<file path="config.mk">
export PLATFORM = sky130hd
export DESIGN_NAME = edge_capture_unit
export DESIGN_NICKNAME = d
export VERILOG_FILES = /design/src/rtl/ecap_pkg.sv /design/src/rtl/ecap_sync.sv /design/src/rtl/ecap_qual.sv /design/src/rtl/ecap_store.sv /design/src/rtl/edge_capture_unit.sv
export SDC_FILE = /design/constraint.sdc
export NUM_CORES = 1
export LEC_CHECK = 0
export ABC_AREA = 1
export BUFFER_PORTS_ARGS = -buffer_cell sky130_fd_sc_hd__buf_2
export CAP_MARGIN = 10
export CORE_ASPECT_RATIO = 0.7
export CORE_MARGIN = 3
export CORE_UTILIZATION = 40
export CTS_CLUSTER_DIAMETER = 150
export DETAILED_ROUTE_END_ITERATION = 10
export PLACE_DENSITY = 0.73
export SKIP_CTS_REPAIR_TIMING = 1
export SYNTH_ARGS = -nofsm -noshare
export SYNTH_HDL_FRONTEND = slang
export SYNTH_HIERARCHICAL = 1
export SYNTH_SLANG_ARGS = --single-unit
</file>
<file path="constraint.sdc">
create_clock -name clk -period 2.8 [get_ports clk]
set_clock_uncertainty 0.2 [all_clocks]
set_input_delay 0.56 -clock clk [delete_from_list [all_inputs] [get_ports clk]]
set_output_delay 0.56 -clock clk [all_outputs]
set_load 0.01 [all_outputs]
</file>
<file path="src/rtl/ecap_pkg.sv">
package ecap_pkg;

  localparam int unsigned CNT_W_DEF    = 16;
  localparam int unsigned FILT_LEN_DEF = 4;
  localparam int unsigned SYNC_DEF     = 2;

  localparam logic SEL_RISE = 1'b1;
  localparam logic SEL_FALL = 1'b0;

  // a newly accepted level is a selected edge when it equals the level the
  // chosen edge leads to (rising ends high, falling ends low)
  function automatic logic edge_selected(input logic new_lvl, input logic rise_sel);
    return (rise_sel == SEL_RISE) ? new_lvl : ~new_lvl;
  endfunction

endpackage

</file>
<file path="src/rtl/ecap_sync.sv">
module ecap_sync #(
  parameter int unsigned STAGES = 2
) (
  input  logic clk,
  input  logic rst_n,
  input  logic d_i,
  output logic q_o
);
  logic [STAGES-1:0] chain_q;

  always_ff @(posedge clk or negedge rst_n) begin
    if (!rst_n) chain_q <= '0;
    else        chain_q <= {chain_q[STAGES-2:0], d_i};
  end

  assign q_o = chain_q[STAGES-1];
endmodule

</file>
<file path="src/rtl/ecap_qual.sv">
module ecap_qual
  import ecap_pkg::*;
#(
  parameter int unsigned FILT_LEN = 4
) (
  input  logic clk,
  input  logic rst_n,
  input  logic smp_i,
  input  logic rise_sel_i,
  input  logic filt_en_i,
  input  logic en_i,
  output logic agree_o,
  output logic pol_chg_o,
  output logic accept_o,
  output logic hit_o
);
  localparam int unsigned HIST_W = FILT_LEN - 1;
  localparam int unsigned WIN_W  = FILT_LEN;

  logic [HIST_W-1:0] hist_q, hist_d;
  logic [HIST_W:0]   shifted;
  logic [WIN_W-1:0]  window;
  logic              lvl_q;
  logic              pol_q;

  function automatic logic all_same(input logic [WIN_W-1:0] w);
    return (&w) | ~(|w);
  endfunction

  assign window    = {hist_q, smp_i};
  assign agree_o   = all_same(window);
  assign pol_chg_o = (rise_sel_i != pol_q);
  assign accept_o  = !pol_chg_o && (smp_i != lvl_q) && (!filt_en_i || agree_o);
  assign hit_o     = accept_o && en_i && edge_selected(smp_i, rise_sel_i);

  always_comb begin
    shifted = {hist_q, smp_i};
    if (pol_chg_o) hist_d = {HIST_W{lvl_q}};
    else           hist_d = shifted[HIST_W-1:0];
  end

  always_ff @(posedge clk or negedge rst_n) begin
    if (!rst_n) begin
      hist_q <= '0;
      lvl_q  <= 1'b0;
      pol_q  <= SEL_FALL;
    end else begin
      hist_q <= hist_d;
      pol_q  <= rise_sel_i;
      if (accept_o) lvl_q <= smp_i;
    end
  end
endmodule

</file>
<file path="src/rtl/ecap_store.sv">
module ecap_store #(
  parameter int unsigned CNT_W = 16
) (
  input  logic             clk,
  input  logic             rst_n,
  input  logic             load_i,
  input  logic [CNT_W-1:0] cnt_i,
  output logic [CNT_W-1:0] val_o,
  output logic             evt_o
);
  always_ff @(posedge clk or negedge rst_n) begin
    if (!rst_n) begin
      val_o <= '0;
      evt_o <= 1'b0;
    end else begin
      evt_o <= load_i;
      if (load_i) val_o <= cnt_i;
    end
  end
endmodule

</file>
<file path="src/rtl/edge_capture_unit.sv">
module edge_capture_unit
  import ecap_pkg::*;
#(
  parameter int unsigned CNT_W       = CNT_W_DEF,
  parameter int unsigned FILT_LEN    = FILT_LEN_DEF,
  parameter int unsigned SYNC_STAGES = SYNC_DEF
) (
  input  logic             clk,
  input  logic             rst_n,
  input  logic             pin_i,
  input  logic [CNT_W-1:0] cnt_i,
  input  logic             en_i,
  input  logic             rise_sel_i,
  input  logic             filt_en_i,
  output logic [CNT_W-1:0] cap_val_o,
  output logic             cap_evt_o
);
  // named internal events, observed by the bound checker
  logic smp;
  logic agree;
  logic pol_chg;
  logic accept;
  logic hit;

  ecap_sync #(.STAGES(SYNC_STAGES)) sync_i (
    .clk(clk), .rst_n(rst_n), .d_i(pin_i), .q_o(smp)
  );

  ecap_qual #(.FILT_LEN(FILT_LEN)) qual_i (
    .clk(clk), .rst_n(rst_n), .smp_i(smp), .rise_sel_i(rise_sel_i),
    .filt_en_i(filt_en_i), .en_i(en_i), .agree_o(agree),
    .pol_chg_o(pol_chg), .accept_o(accept), .hit_o(hit)
  );

  ecap_store #(.CNT_W(CNT_W)) store_i (
    .clk(clk), .rst_n(rst_n), .load_i(hit), .cnt_i(cnt_i),
    .val_o(cap_val_o), .evt_o(cap_evt_o)
  );
endmodule

</file>
==> summary.md, run 1 <==
The run finished with clean final reports. At the pin with the least slew margin, the transition time is 0.521 ns. Setup repair after global routing left no endpoint under its margin. The congestion estimate from routability-driven global placement came to 0.811. The horizontal extent of the die was 66.0 um; the total negative slack for setup checks was 0 ns.

Along the worst path, the maximum fanout reaches 16. The initial DRC count was 20. The maximum clock frequency was 594 MHz.

Count of endpoints failing hold in the final timing report: 0. The critical path is of the reg2reg type. The run gives 0 as the initial antenna violation count.

Synthesis handed over a netlist of 110 instances. The logs give 0 for the number of inserted diodes and 2260 um^2 for the area of the core. STA classifies the critical path startpoint as a flip-flop. The first-pass GRT wire length is 3260 um. Global routing used 14.0% of the available tracks across all layers. The longest clock path from root to sink contains 2 buffers. For this design the static power due to leakage is 0.737 nW. STA puts the critical path data required time at 2.81 ns.

The run gives 1.12 ns as the worst reg-to-reg setup slack. Summed over all nets, the half-perimeter wirelength after detailed placement is 1580 um. The analysis attributes to net switching a power of 0.000403 W.

The most critical setup path has its startpoint at sync_i/chain_q[1]$_DFF_PN0_. Vias per cell: 4.25. In this run the vertical extent of the chip is 48.0 um.

The net count of the finished layout is 174. The logs give 132 for the synthesized netlist net count and 14 for the count of standard-cell rows. The share of total power dissipated in sequential elements is 47.5%. The minimum period implied by the final worst setup slack was 1.68 ns. For this run, the number of Yosys warnings is 6. In the final routed layout, each cell accounts on average for 10.9 um. The number of H-tree branching levels is 1, and the maximum ir drop on the vdd rail is 0.577 mV.

The worst register-to-register path has a depth of 10. Cell internal power was estimated by the tool at 0.000796 W. The share of total power dissipated in combinational logic is 32.4%. The worst register-to-register path begins at sync_i/chain_q[1]$_DFF_PN0_. The number of pins with negative max-slew slack in the final report was 0; the total die area was 3170 um^2.

Measured on the finished design, the core utilization comes to 55.9%. For this block, the routed nets add up to 2000 um of wire. The via total after detailed routing is 778, and the layout cell share with drive strength beyond 1 is 37.7%.

The via count of the first global-routing pass was 726; the data arrival time at the worst-slack endpoint was 1.69 ns. Summing all placed instances gives a cell area of 1210 um^2. The run gives 44.6% as the starting density of the core.

The cell area that synthesis handed to floorplanning was 1010 um^2. For this design the ratio of total power to cell area is 950 nW/um^2. From synthesis to final layout, the design area changed by 25.3%.

In this run the worst hold path is classified as in2async. Master cell of the clock root buffer: clkbuf_4. In the finished design, the share of the clock period the worst path needs comes to 60.1%. In this run, CTS created clock tree buffers numbering 3. Clock-pin slew was measured on the worst setup and hold paths at 0.12 ns.

The tools report the endpoint class of the critical path as a flip-flop. Following the worst setup path forward leads to its endpoint at store_i/val_o[8]$_DFFE_PN0P_. Switching portion of total power: 33.6%. The run gives 24 as the sink count of the clock tree. In this run the tightest slew margin relative to its limit is 65.2%. The run gives 0.31 ns as the clock latency on the worst-skew pair.

Synthesized area per cell: 9.16 um^2. TritonCTS built the clock tree. Reg-to-reg critical path endpoint: store_i/val_o[8]$_DFFE_PN0P_.

39 I/O pins were placed. The pin count of the biggest net entering global routing is 25. The run gives 0 as the remaining antenna violation count after routing. The first detailed-routing pass took 4 iterations. The global route total overflow came out at 0. Setup violations remaining at the end of the flow were counted as 0. Port buffering added 38 buffers. Across the run, the number of max-cap violations was 0. In the routed design, unresolved DRC markers number 0.

The tools report the cell area after layout as 1260 um^2. The clock network is responsible for 20.1% of the overall power.
-- metrics by stage --
stage | cells | hold WS [ns] | total power [W] | setup slack (ns)
floorplan | 110 | 0.0644 | 0.000792 | 1.04
global placement | 179 | 0.133 | 0.000957 | 0.915
detailed placement | 179 | 0.136 | 0.000973 | 0.862
CTS | 183 | 0.0107 | 0.00121 | 1.12
global route | 183 | 0.0179 | 0.00129 | 0.951
finish | 183 | 0.00834 | 0.00120 | 1.12
-- cell usage in the layout, fill, tap and decap left out, types with 2 or more instances in the layout --
cell	count
nand2_1	57
buf_2	38
dfrtp_1	24
nand2_2	8
inv_1	4
nand3_1	4
clkbuf_4	3
nor2_1	3
buf_4	2
-- power groups by stage --
stage,clock network (W),registers (W),logic [W]
floorplan,0,0.000626,0.000166
global placement,0,0.000575,0.000382
detailed placement,0,0.000576,0.000397
CTS,0.000247,0.000571,0.000396
global route,0.000265,0.000586,0.000441
finish,0.000240,0.000569,0.000389
-- worst min-delay path by stage --
stage                                          endpoint  slack (ns)  cells after the start
after detailed placement    sync_i/chain_q[1]$_DFF_PN0_        0.14                      0
after global routing           qual_i/lvl_q$_DFFE_PN0P_        0.02                      1
final                      store_i/val_o[0]$_DFFE_PN0P_       0.008                      1
after CTS                 store_i/val_o[11]$_DFFE_PN0P_        0.01                      1
after global placement      sync_i/chain_q[1]$_DFF_PN0_        0.13                      0
after floorplan              qual_i/hist_q[0]$_DFF_PN0_        0.06                      0
-- state kept, by name, indices dropped and copies added (netlist names) --
register	flops
store_i/val_o	16
qual_i/hist_q	3
sync_i/chain_q	2
qual_i/lvl_q	1
qual_i/pol_q	1
store_i/evt_o	1
-- area by class of cell --
class	instances	area, um^2
timing repair buffer	40	205
clock inverter	1	30.0
clock buffer	3	22.5
tap	32	40.0
inverter	7	31.3
sequential	24	601
multi-input combinational	76	333
fill	209	997
-- critical path, cell delays in order (launching register included) --
cell	delay [ns]
dfrtp_1	0.47
inv_2	0.07
nand2_1	0.08
nand2_2	0.06
nor2_4	0.09
nand2_2	0.06
nor2_1	0.12
buf_4	0.21
inv_6	0.09
nand2_1	0.08
nand2_1	0.05
-- metal layers --
metal  share of wire (%)  wire (um)  global-route usage, %  vias to the layer above
li1                    -          -                      -                      414
met1                  49        970                   19.2                      337
met2                  42        848                   21.5                       27
met3                 8.9        178                   5.63                        0
met4                   0          0                   2.43                        0
met5                   0          0                      0                        -
Note: power is estimated with default switching activity, not from simulation.
==> inputs of run 2 (changes only) <==
==> constraint.sdc (replaced) <==
create_clock -name clk -period 1.7 [get_ports clk]
set_clock_uncertainty 0.2 [all_clocks]
set_input_delay 0.34 -clock clk [delete_from_list [all_inputs] [get_ports clk]]
set_output_delay 0.34 -clock clk [all_outputs]
set_load 0.01 [all_outputs]
==> run 2 against run 1 <==
Power is 58% higher. Combinational power increased by 69%. Worst setup slack worse by 1.0 ns. Cell area is 5.6% higher. Register-to-register slack worse by 1.0 ns. Highest routed layer is now met4. Global-route usage is 1.1 points higher. Critical endpoint is now store_i/val_o[12]$_DFFE_PN0P_. Wire length grew 8.4%.
==> summary.md, run 2 (synthesis results as in run 1) <==
Setup repair after global routing left no endpoint under its margin. The minimum period implied by the final worst setup slack was 1.61 ns (was 1.68 ns); the relative area change from synthesis to final layout was 32.3% (was 25.3%). The flip-flop count of the largest register after layout is 16 (unchanged), and the maximum ir drop on the vdd rail is 0.598 mV (was 0.577 mV). Sink count of the clock tree: 24 (unchanged). Number of violations of the max-capacitance limit: 0 (unchanged).

Endpoint required time on the critical path: 1.72 ns (was 2.81 ns). Register with the most flip-flops: store_i/val_o (unchanged). The ratio of total power to cell area was 1420 nW/um^2 (was 950 nW/um^2). Number of pins with negative max-slew slack in the final report: 0 (unchanged). The count of endpoints failing hold in the final timing report came out at 0 (unchanged). The HPWL after detailed placement is 1590 um (was 1580 um). Share of the clock period used by the worst path after layout: 94.9% (was 60.1%). The top layer reached by signal wires was met4 (was met3). The layout cell share with drive strength beyond 1 is 38.6% (was 37.7%). The tools report the number of nets in the final layout as 181 (was 174). TritonCTS built the clock tree. The wire length on met3 came out at 185 um (was 178 um). The tightest hold margin is 0.0115 ns (was 0.00834 ns). The run gives 39 (unchanged) as the total I/O pin count. The total leakage power is 0.761 nW (was 0.737 nW), and the remaining antenna violation count after routing is 0 (unchanged). For the count of standard-cell rows, the log shows 14 (unchanged). Endpoint class of the critical path: a flip-flop (unchanged).

The tools report the initial DRC count as 33 (was 20). The run gives 190 (was 183) as the number of cells in the finished layout apart from fillers. The run finished with clean final reports. The detailed-routing wirelength on met1 is 922 um (was 970 um), and the overall track demand over capacity in global routing is 15.1% (was 14.0%). For the final setup violation count, the log shows 0 (unchanged). Number of buffers on the longest clock path: 2 (unchanged). Critical path startpoint category: a flip-flop (unchanged). The total die area came out at 3170 um^2 (unchanged). The number of buffers added by the clock tree synthesis step is 3 (unchanged), and the cell area after layout is 1330 um^2 (was 1260 um^2). The met2 wire length is 1000 um (was 848 um), and the average wire length per cell after detail routing is 11.4 um (was 10.9 um).

The critical path start-end classification is reg2reg (unchanged). For the area of the core, the log shows 2260 um^2 (unchanged). Setup slack after layout: 0.0872 ns (was 1.12 ns). The starting density of the core is 44.6% (unchanged). The master cell of the clock root buffer was clkbuf_4 (unchanged). The worst hold path class is in2reg (was in2async). The initial antenna violation count was 0 (unchanged); the number of placed instances with taps included was 179 (unchanged). The first-pass GRT wire length was 3380 um (was 3260 um); the pin count of the biggest net entering global routing was 25 (unchanged). The maximum fanout count along the critical path works out to 17 (was 16). The count of port buffers added during placement works out to 38 (unchanged). The instance area after placement is 1220 um^2 (was 1210 um^2).

The clock latency on the worst-skew pair was 0.32 ns (was 0.31 ns); the data arrival time at the worst-slack endpoint was 1.63 ns (was 1.69 ns). The run gives 620 MHz (was 594 MHz) as the maximum clock frequency. Number of H-tree branching levels: 1 (unchanged). Top Registers: store_i/val_o (16), qual_i/hist_q (3), sync_i/chain_q (2) (unchanged). The commonest non-fill, non-tap cell in the layout is nand2_1 (unchanged). Worst-case setup slack after placement: 0.0476 ns (was 0.862 ns). The via total after detailed routing came out at 839 (was 778). The number of inserted diodes is 0 (unchanged). The tools report the detailed-router iteration count before antenna repair as 4 (unchanged).

The overall routed net length is 2160 um (was 2000 um), and the transition time at the pin with the least slew margin is 0.504 ns (was 0.521 ns). For the global placement routability congestion, the log shows 0.797 (was 0.811). The y dimension of the die is 48.0 um (unchanged), and the worst slew margin relative to its limit is 66.4% (was 65.2%). Detailed-route DRC error count: 0 (unchanged). Vias per cell: 4.42 (was 4.25). For the via count of the first global-routing pass, the log shows 727 (was 726). The tools report the total negative slack for setup checks as 0 ns (unchanged). Clock transition at the registers of the reported paths: 0.13 ns (was 0.12 ns).

Commonest cells after routing, fill and taps aside: 56 x nand2_1, 38 x buf_2, 23 x dfrtp_1 (was 57 x nand2_1, 38 x buf_2, 24 x dfrtp_1). The horizontal extent of the die is 66.0 um (unchanged), and the global route total overflow is 0 (unchanged).
==> run 2: changes by cell type in the layout (fill, tap and decap cells not counted) <==
cell           delta
buf_12            +1
bufinv_16         -1
clkbuf_8          +1
dfrtp_1           -1
dfrtp_2           +1
dlygate4sd3_1     +6
nand2_1           -1
nand2_2           +1
nor2_1            -1
nor2_2            +1
==> run 2: through the flow <==
stage | utilization (%) | total power [W]
2_1_floorplan | - | 0.00130
3_3_place_gp | 54.1 | 0.00157
3_5_place_dp | 54.1 | 0.00161
4_1_cts | 55.7 | 0.00191
5_1_grt | 59.0 | 0.00205
6_report | 59.0 | 0.00190
==> run 2: final cells by class <==
cell class,instances,area [um^2]
fillers,207,927
flip-flops and latches,24,602
multi-input cells,76,338
repair buffers,47,285
well taps,32,40.0
clock buffers,4,36.3
inverters,7,31.3
==> run 2: where the power goes <==
group          switching (W)  internal (W)
sequential          0.000145      0.000797
clock               0.000168      0.000131
combinational       0.000362      0.000295
total               0.000675       0.00122
==> run 2: metal layers <==
metal | global-route usage (%) | up-vias
met3 | 6.34 | 6
met5 | 0 | -
met4 | 7.69 | 0
met1 | 18.1 | 372
met2 | 23.9 | 35
li1 | - | 426
==> run 2: path summary, 6_finish.rpt <==
path,from,to,slack (ns),cells after the start
max in group asynchronous,rst_n,sync_i/chain_q[1]$_DFF_PN0_,0.62,2
setup / recovery,sync_i/chain_q[1]$_DFF_PN0_,store_i/val_o[12]$_DFFE_PN0P_,0.09,10
hold / removal,cnt_i[5],store_i/val_o[5]$_DFFE_PN0P_,0.01,3
min in group asynchronous,rst_n,store_i/val_o[12]$_DFFE_PN0P_,0.30,2
setup reg to reg,sync_i/chain_q[1]$_DFF_PN0_,store_i/val_o[12]$_DFFE_PN0P_,0.09,10
hold reg to reg,sync_i/chain_q[0]$_DFF_PN0_,sync_i/chain_q[1]$_DFF_PN0_,0.16,0
==> run 2: critical path: stages, from the launching register on <==
cell and delay [ns]:
dfrtp_2 0.47, nand2_1 0.08, clkinv_1 0.05, nand2_1 0.07, nand3_2 0.10, nand2_2 0.09
nor2_1 0.04, buf_4 0.15, buf_12 0.14, nand2_1 0.05, nand2_1 0.06
==> inputs of run 3 (changes only) <==
--- a/config.mk
+++ b/config.mk
@@ -6,14 +6,15 @@
 export NUM_CORES = 1
 export LEC_CHECK = 0
 export ABC_AREA = 1
-export BUFFER_PORTS_ARGS = -buffer_cell sky130_fd_sc_hd__buf_2
 export CAP_MARGIN = 10
 export CORE_ASPECT_RATIO = 0.7
 export CORE_MARGIN = 3
 export CORE_UTILIZATION = 40
 export CTS_CLUSTER_DIAMETER = 150
 export DETAILED_ROUTE_END_ITERATION = 10
-export PLACE_DENSITY = 0.73
+export DONT_BUFFER_PORTS = 1
+export PLACE_DENSITY = 0.6
+export REMOVE_ABC_BUFFERS = 1
 export SKIP_CTS_REPAIR_TIMING = 1
 export SYNTH_ARGS = -nofsm -noshare
 export SYNTH_HDL_FRONTEND = slang
==> run 3 against run 2 <==
Global-route usage is 1.5 points lower. Critical path depth is the same. Utilization is 2.0 points lower. First-iteration DRC count stayed put. Sequential share of layout area up 1.6 points. Sequential cell count unchanged. Non-clock buffer count shrank 23. Die area is the same. Clock power shrank 21%. Wire length shrank 1.5%. Worst setup slack gained 0.054 ns. Combinational power down 43%. Critical endpoint is now store_i/val_o[9]$_DFFE_PN0P_. Largest cell class unchanged. Largest power group unchanged.
==> summary.md, run 3 (synthesis results as in run 1) <==
The starting density of the core is 44.6% (unchanged), and the y dimension of the die is 48.0 um (unchanged). The share of the clock period used by the worst path after layout was 91.7% (was 94.9%); the average wire length per cell after detail routing was 12.8 um (was 11.4 um). Number of buffers added by the clock tree synthesis step: 3 (unchanged). Reg-to-reg critical path endpoint: store_i/val_o[9]$_DFFE_PN0P_ (was store_i/val_o[12]$_DFFE_PN0P_). The logs give 2130 um (was 2160 um) for the overall routed net length and 0.30 ns (was 0.32 ns) for the clock latency on the worst-skew pair. The clock transition at the registers of the reported paths was 0.12 ns (was 0.13 ns). The capture point of the critical path was store_i/val_o[9]$_DFFE_PN0P_ (was store_i/val_o[12]$_DFFE_PN0P_).

The run gives 1010 um^2 (was 1220 um^2) as the instance area after placement. The HPWL after detailed placement is 1370 um (was 1590 um). The number of inserted diodes was 0 (unchanged); the layout cell share with drive strength beyond 1 was 17.2% (was 38.6%). The maximum clock frequency was 641 MHz (was 620 MHz); the detailed-router iteration count before antenna repair was 4 (unchanged). The logs give 166 (was 190) for the number of cells in the finished layout apart from fillers and 1.75 ns (was 1.72 ns) for the endpoint required time on the critical path. The run finished with clean final reports. The tools report the first-pass GRT wire length as 3060 um (was 3380 um). For the worst-case setup slack after placement, the log shows 0.0154 ns (was 0.0476 ns). The run gives 1.61 ns (was 1.63 ns) as the data arrival time at the worst-slack endpoint.

The relative area change from synthesis to final layout was 27.8% (was 32.3%); the area of the core was 2260 um^2 (unchanged). The number of placed instances with taps included came out at 140 (was 179). The tools report the global route total overflow as 0 (unchanged). The register with the most flip-flops is store_i/val_o (unchanged). Top Registers: store_i/val_o (16), qual_i/hist_q (3), sync_i/chain_q (2) (unchanged). The critical path startpoint category is a flip-flop (unchanged). The multi-input combinational cell area was 335 um^2 (was 338 um^2). Overall track demand over capacity in global routing: 13.5% (was 15.1%). For the total I/O pin count, the log shows 39 (unchanged). The transition time at the pin with the least slew margin works out to 0.196 ns (was 0.504 ns).

TritonCTS built the clock tree. The run gives 0 (unchanged) as the remaining antenna violation count after routing. Commonest cells after routing, fill and taps aside: 56 x nand2_1, 23 x dfrtp_1, 19 x dlygate4sd3_1 (was 56 x nand2_1, 38 x buf_2, 23 x dfrtp_1).

The count of port buffers added during placement is 0 (was 38). Count of standard-cell rows: 14 (unchanged). Worst reg2reg path startpoint: qual_i/pol_q$_DFF_PN0_ (was sync_i/chain_q[1]$_DFF_PN0_). The via total after detailed routing was 763 (was 839). The logs give 0.905 (was 0.797) for the global placement routability congestion and 0.652 mV (was 0.598 mV) for the maximum ir drop on the vdd rail.

The logic depth of the worst register-to-register path was 10 (unchanged). The pin count of the biggest net entering global routing is 25 (unchanged), and the minimum period implied by the final worst setup slack is 1.56 ns (was 1.61 ns). The number of violations of the max-capacitance limit came out at 0 (unchanged). For the number of buffers on the longest clock path, the log shows 2 (unchanged). The logs give 0 (unchanged) for the count of endpoints failing hold in the final timing report and 0 (unchanged) for the initial antenna violation count. The commonest non-fill, non-tap cell in the layout is nand2_1 (unchanged). The vias per cell was 4.60 (was 4.42). The worst reg-to-reg setup slack came out at 0.14 ns (was 0.09 ns). The cell area after layout was 1290 um^2 (was 1330 um^2); the flip-flop and latch area was 602 um^2 (unchanged). The critical path start-end classification is reg2reg (unchanged).

Worst hold path class: in2reg (unchanged). Setup repair after global routing left no endpoint under its margin. Number of filler cells placed in the layout: 193 (was 207). The run gives 0 (unchanged) as the detailed-route DRC error count. The number of H-tree branching levels was 1 (unchanged). Number of pins with negative max-slew slack in the final report: 0 (unchanged). The final standard cell utilization of the core came out at 57.0% (was 59.0%). The tools report the number of nets in the final layout as 158 (was 181).

The final setup violation count came out at 0 (unchanged). The tools report the endpoint class of the critical path as a flip-flop (unchanged). The tools report the master cell of the clock root buffer as clkbuf_4 (unchanged).

The power consumption was 0.00168 W (was 0.00190 W); the horizontal extent of the die was 66.0 um (unchanged). The maximum fanout count along the critical path was 10 (was 17). The tools report the total leakage power as 0.665 nW (was 0.761 nW). The setup slack after layout was 0.141 ns (was 0.0872 ns); the ratio of total power to cell area was 1300 nW/um^2 (was 1420 nW/um^2).

Launch point of the worst path: qual_i/pol_q$_DFF_PN0_ (was sync_i/chain_q[1]$_DFF_PN0_). The run gives 3170 um^2 (unchanged) as the total die area. The flip-flop count of the largest register after layout works out to 16 (unchanged). The sink count of the clock tree is 24 (unchanged).

The logs give 86.8% (was 66.4%) for the worst slew margin relative to its limit and 668 (was 727) for the via count of the first global-routing pass. The initial DRC count came out at 33 (unchanged).
==> run 3: changes by cell type in the layout (fill, tap and decap cells not counted) <==
cell / previous run / this run
buf_6: 0 / 1
clkbuf_8: 1 / 0
buf_2: 38 / 0
buf_12: 1 / 2
dlygate4sd3_1: 6 / 19
nor2_1: 2 / 3
nor2_2: 1 / 0
==> run 3: how the worst min path moves through the flow <==
| stage | startpoint | endpoint | slack [ns] | depth (start not counted) |
|---|---|---|---|---|
| floorplan | rst_n | qual_i/hist_q[0]$_DFF_PN0_ | -0.16 | 0 |
| global placement | rst_n | store_i/val_o[14]$_DFFE_PN0P_ | -0.16 | 0 |
| detailed placement | rst_n | store_i/val_o[2]$_DFFE_PN0P_ | -0.16 | 0 |
| CTS | rst_n | store_i/val_o[2]$_DFFE_PN0P_ | -0.51 | 0 |
| global route | rise_sel_i | qual_i/hist_q[2]$_DFF_PN0_ | 0.04 | 3 |
| finish | rise_sel_i | qual_i/hist_q[2]$_DFF_PN0_ | 0.05 | 3 |
==> run 3: per-stage QoR <==
step / hold WS [ns] / setup TNS [ns]
2_1_floorplan: -0.156 / -4.94
3_3_place_gp: -0.155 / 0
3_5_place_dp: -0.155 / 0
4_1_cts: -0.506 / -0.0148
5_1_grt: 0.0435 / 0
6_report: 0.0500 / 0
==> run 3: area by class of cell <==
cell class	instances	area share, %
sequential	24	46.7
tap	32	3.11
clock buffer	3	1.75
multi-input combinational	76	26.0
timing repair buffer	24	19.9
inverter	7	2.43
==> run 3: critical path, cell delays in order (launching register included) <==
cell and delay, ns:
dfrtp_1 0.38, inv_1 0.07, nand2_2 0.10, nand2_4 0.07, nor2_4 0.12, nand2_2 0.07
nor2_1 0.11, buf_6 0.16, buf_12 0.13, nand2_1 0.05, nand2_1 0.06
==> run 3: routing by layer <==
layer	up-vias	global-route usage (%)	wire, um
met5	-	0	0
met4	0	5.26	10
met3	2	9.15	213
met2	28	19.1	1040
met1	350	16.4	869
li1	383	-	-
==> run 3: where the power goes <==
part	leakage, nW	switching, W	internal (W)
Clock	0.0138	0.000153	0.0000827
Sequential	0.297	0.000273	0.000798
Combinational	0.355	0.000198	0.000175
Total	0.665	0.000624	0.00106
